## src/rtl/xbr_pkg.sv

```systemverilog
// Shared types for the external bus read controller.
package xbr_pkg;
    // Access sequencer states
    typedef enum logic [1:0] {
        XB_IDLE  = 2'd0,
        XB_LEAD  = 2'd1,
        XB_ACT   = 2'd2,
        XB_TRAIL = 2'd3
    } xb_state_e;
endpackage

```

## src/rtl/xbr_rdy_cond.sv

```systemverilog
// Ready conditioning: a shift chain of SYNC_STAGES flops on the ready pin.
// Synchronous mode taps the first flop (one register delay). Asynchronous
// mode taps the last flop (full synchronizer). Assumes SYNC_STAGES >= 2.
module xbr_rdy_cond #(
    parameter int SYNC_STAGES = 2
) (
    input  logic clk,
    input  logic rst_n,
    input  logic rdy_i,
    input  logic async_i,
    output logic rdy_c_o
);
    localparam int LAST = SYNC_STAGES - 1;

    logic [SYNC_STAGES-1:0] sh_q;

    // First stage captures the raw pin
    always_ff @(posedge clk) begin
        if (!rst_n) sh_q[0] <= 1'b0;
        else        sh_q[0] <= rdy_i;
    end

    // Later stages form the synchronizer chain
    for (genvar i = 1; i < SYNC_STAGES; i++) begin : g_stage
        always_ff @(posedge clk) begin
            if (!rst_n) sh_q[i] <= 1'b0;
            else        sh_q[i] <= sh_q[i-1];
        end
    end

    // Mode picks the tap
    assign rdy_c_o = async_i ? sh_q[LAST] : sh_q[0];
endmodule

```

## src/rtl/xbr_phase_seq.sv

```systemverilog
// Phase sequencer: lead, active (stretched by ready) and trail, counted in
// clock cycles with one down counter. Lengths are latched at start and are
// assumed to be >= 1. release_o marks the edge that ends the strobe.
module xbr_phase_seq
    import xbr_pkg::*;
#(
    parameter int CW = 4
) (
    input  logic          clk,
    input  logic          rst_n,
    input  logic          start_i,
    input  logic [CW-1:0] lead_i,
    input  logic [CW-1:0] act_i,
    input  logic [CW-1:0] trail_i,
    input  logic          rdy_c_i,
    output xb_state_e     state_o,
    output logic          release_o,
    output logic          done_o
);
    localparam logic [CW-1:0] ONE = {{(CW-1){1'b0}}, 1'b1};

    xb_state_e     st_q;
    logic [CW-1:0] cnt_q;
    logic [CW-1:0] act_q;
    logic [CW-1:0] trail_q;
    logic          last_w;

    assign last_w    = (cnt_q == '0);
    assign release_o = (st_q == XB_ACT) && last_w && rdy_c_i;
    assign state_o   = st_q;

    // State, counter and latched lengths
    always_ff @(posedge clk) begin
        if (!rst_n) begin
            st_q    <= XB_IDLE;
            cnt_q   <= '0;
            act_q   <= '0;
            trail_q <= '0;
        end else begin
            unique case (st_q)
                XB_IDLE: if (start_i) begin
                    st_q    <= XB_LEAD;
                    cnt_q   <= lead_i - ONE;
                    act_q   <= act_i;
                    trail_q <= trail_i;
                end
                XB_LEAD: if (last_w) begin
                    st_q  <= XB_ACT;
                    cnt_q <= act_q - ONE;
                end else begin
                    cnt_q <= cnt_q - ONE;
                end
                XB_ACT: if (!last_w) begin
                    cnt_q <= cnt_q - ONE;
                end else if (rdy_c_i) begin
                    st_q  <= XB_TRAIL;
                    cnt_q <= trail_q - ONE;
                end
                XB_TRAIL: if (last_w) begin
                    st_q <= XB_IDLE;
                end else begin
                    cnt_q <= cnt_q - ONE;
                end
                default: st_q <= XB_IDLE;
            endcase
        end
    end

    // One-cycle completion pulse after the trail phase
    always_ff @(posedge clk) begin
        if (!rst_n) done_o <= 1'b0;
        else        done_o <= (st_q == XB_TRAIL) && last_w;
    end
endmodule

```

## src/rtl/xbus_rd_ctrl.sv

```systemverilog
// External bus read controller top. Accepts a request while idle, drives
// select, strobe and a held address, and captures read data at the edge
// where the strobe is released. Assumes lengths >= 1, active >= 2 in
// asynchronous ready mode.
module xbus_rd_ctrl
    import xbr_pkg::*;
#(
    parameter int AW          = 16,
    parameter int DW          = 16,
    parameter int CW          = 4,
    parameter int SYNC_STAGES = 2
) (
    input  logic          clk,
    input  logic          rst_n,
    input  logic          req_i,
    input  logic [AW-1:0] addr_i,
    input  logic [CW-1:0] lead_i,
    input  logic [CW-1:0] active_i,
    input  logic [CW-1:0] trail_i,
    input  logic          async_rdy_i,
    input  logic          rdy_i,
    input  logic [DW-1:0] rdata_i,
    output logic          cs_n_o,
    output logic          rd_n_o,
    output logic [AW-1:0] addr_o,
    output logic [DW-1:0] data_o,
    output logic          done_o
);
    xb_state_e     st_w;
    logic          rdy_c_w;
    logic          release_w;
    logic          accept_w;
    logic [AW-1:0] addr_q;
    logic [DW-1:0] data_q;

    assign accept_w = req_i && (st_w == XB_IDLE);

    xbr_rdy_cond #(.SYNC_STAGES(SYNC_STAGES)) u_rdy (
        .clk     (clk),
        .rst_n   (rst_n),
        .rdy_i   (rdy_i),
        .async_i (async_rdy_i),
        .rdy_c_o (rdy_c_w)
    );

    xbr_phase_seq #(.CW(CW)) u_seq (
        .clk       (clk),
        .rst_n     (rst_n),
        .start_i   (accept_w),
        .lead_i    (lead_i),
        .act_i     (active_i),
        .trail_i   (trail_i),
        .rdy_c_i   (rdy_c_w),
        .state_o   (st_w),
        .release_o (release_w),
        .done_o    (done_o)
    );

    // Address register: loaded on accept only, otherwise held
    always_ff @(posedge clk) begin
        if (!rst_n)        addr_q <= '0;
        else if (accept_w) addr_q <= addr_i;
    end

    // Data capture at the strobe release edge
    always_ff @(posedge clk) begin
        if (!rst_n)         data_q <= '0;
        else if (release_w) data_q <= rdata_i;
    end

    assign cs_n_o = (st_w == XB_IDLE);
    assign rd_n_o = (st_w != XB_ACT);
    assign addr_o = addr_q;
    assign data_o = data_q;
endmodule

```

## config.mk

```make
export PLATFORM = sky130hd
export DESIGN_NAME = xbus_rd_ctrl
export DESIGN_NICKNAME = d
export VERILOG_FILES = /design/src/rtl/xbr_pkg.sv /design/src/rtl/xbr_rdy_cond.sv /design/src/rtl/xbr_phase_seq.sv /design/src/rtl/xbus_rd_ctrl.sv
export SDC_FILE = /design/constraint.sdc
export NUM_CORES = 1
export LEC_CHECK = 0
export BUFFER_PORTS_ARGS = -buffer_cell sky130_fd_sc_hd__buf_2
export CAP_MARGIN = 40
export CORE_ASPECT_RATIO = 0.5
export CORE_UTILIZATION = 50
export CTS_CLUSTER_DIAMETER = 120
export DETAILED_ROUTE_END_ITERATION = 8
export PLACE_DENSITY_LB_ADDON = 0.1
export SLEW_MARGIN = 20
export SYNTH_ARGS = -nofsm -noshare
export SYNTH_HDL_FRONTEND = slang
export SYNTH_HIERARCHICAL = 1
export SYNTH_SLANG_ARGS = --single-unit
```

## constraint.sdc

```tcl
create_clock -name clk -period 2.3 [get_ports clk]
set_input_delay 0 -clock clk [delete_from_list [all_inputs] [get_ports clk]]
set_output_delay 0 -clock clk [all_outputs]
set_load 0.03 [all_outputs]
```

==> impl_metrics.yaml <==
status:
  status: "complete, no violations"
worst_setup_path:
  worstPathArrival_ps: 2130
  cp_slowest_cell: "dfxtp_1"
  crit_path_end_kind: "register"
  worstPathCellList: "inv_1, ha_1, nor2b_1, o21ai_1, nand2_1, nand4b_1, o2111a_1"
  cp-start-kind: "register"
  crit_buf_inv: 1
  criticalPathCategory: "register to register"
  critPathTopFamily: "simple AND/OR/NAND/NOR gates"
  cp_slowest_stage_delay_ps: 470
  cp_max_fo: 7
  crit_required_ps: 2510
floorplan:
  io_pins: 84
  die_h_um: 50.8
  core_area_mm2: 0.00449
  die-area_mm2: 0.00507
  start_util_pct: 53.1
  num_rows: 17
  die_width_um: 99.7
sta:
  hold_viol_final: 0
  setup_violations: 0
  post-route-period-util_pct: 83.3
  fin_crit_ps: 1910
  fin_ws_ps: 385
  drv_slew: 0
  rsz0062_at_grt: "no"
  holdWs_ps: 156
  fin_setup_tns_ps: 0
  worst_pin_slew_ps: 686
  fmax_mhz: 522
  slew_headroom_pct: 54.2
  fin_skew_ps: 9.86
clock_network:
  clk_pin_slew_worst_paths_ps: 90
  cts_tree: "done"
  clock_latency_ps: 310
  cts_hold_buf: 42
  cts_root_buffer: "clkbuf_8"
  cts_max_level: 2
  cts_resized: 0
  cts_buffers: 5
  clock_path_buffers: 2
  cts_setup_buffers: 0
  clock_sink_count: 49
logic_synthesis:
  synth_nets: 313
  async_reset_ff_share_pct: 0
  synth_area_leader_cell: "dfxtp_1"
  synth.top_cell.area_share_pct: 41.1
  netlist_area_mm2: 0.00238
  synth.avg_cell_area_um2: 9.39
  synth.top_cells.by_area: "dfxtp_1, mux2i_1, nand2_1"
  syn_inst: 254
  synth-main-ff-cell: "dfxtp_1"
  synth.distinct_cells: 43
  synth-seq-area-share_pct: 41.1
  ys_warn_count: 6
  synth_seq_cells: 49
  synth_edf_count: 0
placement:
  place_ws_ps: 411
  dp_hpwl_um: 3470
  place.port_buffers: 83
  placedCellCount: 394
  gp_congestion: 0.784
route:
  drt-met1-wl_um: 2460
  vias: 2179
  wl_met2_um: 2700
  drtAntennaViolNets: 0
  wl_met3_um: 406
  wirelength_um: 5700
  first_iter_violations: 47
  vias_per_cell: 4.91
  wl_per_cell_um: 12.8
  drc: 0
  top_layer_used: "met4"
  firstDrtPassIters: 6
global_route:
  grt_pass1_wl_um: 9170
  antenna_found_initial: 0
  grt_max_degree: 46
  grt_pass1_vias: 2081
  gr-usage-all-layers_pct: 23.6
  grt_overflow: 0
cells_and_area:
  ff_latch_area_um2: 981
  fin_nets: 436
  finalNonFillerCells: 444
  n_antenna_cell: 0
  area_growth_pct: 41.8
  mostFrequentLayoutCells: "buf_2, nand2_1, dfxtp_1"
  final_layout_size_suffix_gt1_share_pct: 27.2
  post-route-util_pct: 75.4
  layout_commonest_cell: "buf_2"
  multi_input_area_mm2: 0.00126
  n_fill_cell: 326
worst_hold_path:
  hold_path_class: "primary input to register"
power_and_ir_drop:
  power_density_mw_per_mm2: 902
  peakVddDrop_mv: 0.589
  p_leak_nw: 1.51
run:
  drv_cap: 0
[power breakdown]
part           internal, mW  switching (mW)
Clock                 0.438           0.308
Sequential            0.979           0.117
Combinational         0.516           0.692
Total                  1.93            1.12
[final cells by class]
type | count | area share, %
tap | 66 | 2.44
timing repair buffer | 129 | 25.6
inverter | 14 | 1.55
sequential | 49 | 29.0
clock inverter | 3 | 2.03
multi-input combinational | 178 | 37.3
clock buffer | 5 | 2.03
[worst paths after layout]
path | start | endpoint | slack, ps | cells past startpoint
hold / removal | lead_i[1] | u_seq/cnt_q[1]$_SDFFE_PN0P_ | 160 | 5
setup / recovery | u_seq/state_o[0]$_SDFFE_PN0P_ | u_seq/cnt_q[3]$_SDFFE_PN0P_ | 390 | 7
hold reg to reg | addr_o[0]$_SDFFE_PN0P_ | addr_o[0]$_SDFFE_PN0P_ | 460 | 2
setup reg to reg | u_seq/state_o[0]$_SDFFE_PN0P_ | u_seq/cnt_q[3]$_SDFFE_PN0P_ | 390 | 7
[metal layers]
metal  track usage, %  vias to the layer above
met5                0                        -
met4             9.56                        0
met3             7.52                       17
met2             42.9                       79
met1             26.0                      982
li1                 -                     1101
[flip-flops by register name (all words and copies together), names as in the netlist]
name,count
data_o,16
u_seq/state_o,2
addr_o,16
u_seq/cnt_q,4
u_seq/done_o,1
u_seq/trail_q,4
u_seq/act_q,4
u_rdy/sh_q,2
[worst reg2reg max path: stages (launching register included)]
cell and delay [ps]:
dfxtp_1 470, inv_1 150, ha_1 310, nor2b_1 160
o21ai_1 140, nand2_1 180, nand4b_1 250, o2111a_1 150
[synthesized netlist by cell type (2+ instances only)]
| cell type | count |
|---|---|
| buf_6 | 2 |
| nor3_1 | 4 |
| xnor2_1 | 4 |
| o22ai_1 | 4 |
| mux2i_1 | 33 |
| inv_1 | 14 |
| nand2b_1 | 2 |
| dfxtp_1 | 49 |
| and3_1 | 2 |
| a21boi_1 | 2 |
| buf_2 | 3 |
| buf_4 | 3 |
| ha_1 | 10 |
| o21ai_0 | 2 |
| and2_1 | 3 |
| nand2_1 | 49 |
| nand3_1 | 8 |
| a211o_1 | 2 |
| a221oi_1 | 3 |
| a21boi_0 | 8 |
| clkbuf_1 | 4 |
| xor2_1 | 3 |
| nor2_1 | 3 |
| nor2b_1 | 18 |
[through the flow]
stage / cell area [um2] / power, mW
after global placement: 2820 / 2.21
after global routing: 3380 / 3.23
after CTS: 3380 / 3.05
after floorplan: 2380 / 1.99
final: 3380 / 3.05
after detailed placement: 2820 / 2.24
[cells by family after synthesis]
| logic type | after synthesis | synth area share, % |
|---|---|---|
| XOR/XNOR | 7 | 2.57 |
| buffers and inverters | 27 | 6.19 |
| AND/OR/NAND/NOR | 96 | 20.3 |
| adder cells (fa/ha/maj) | 10 | 5.25 |
| AO/OA/AOI/OAI | 31 | 10.1 |
| multiplexers | 34 | 14.5 |
| flip-flops | 49 | 41.1 |
Power figures use the tool's default switching activity.
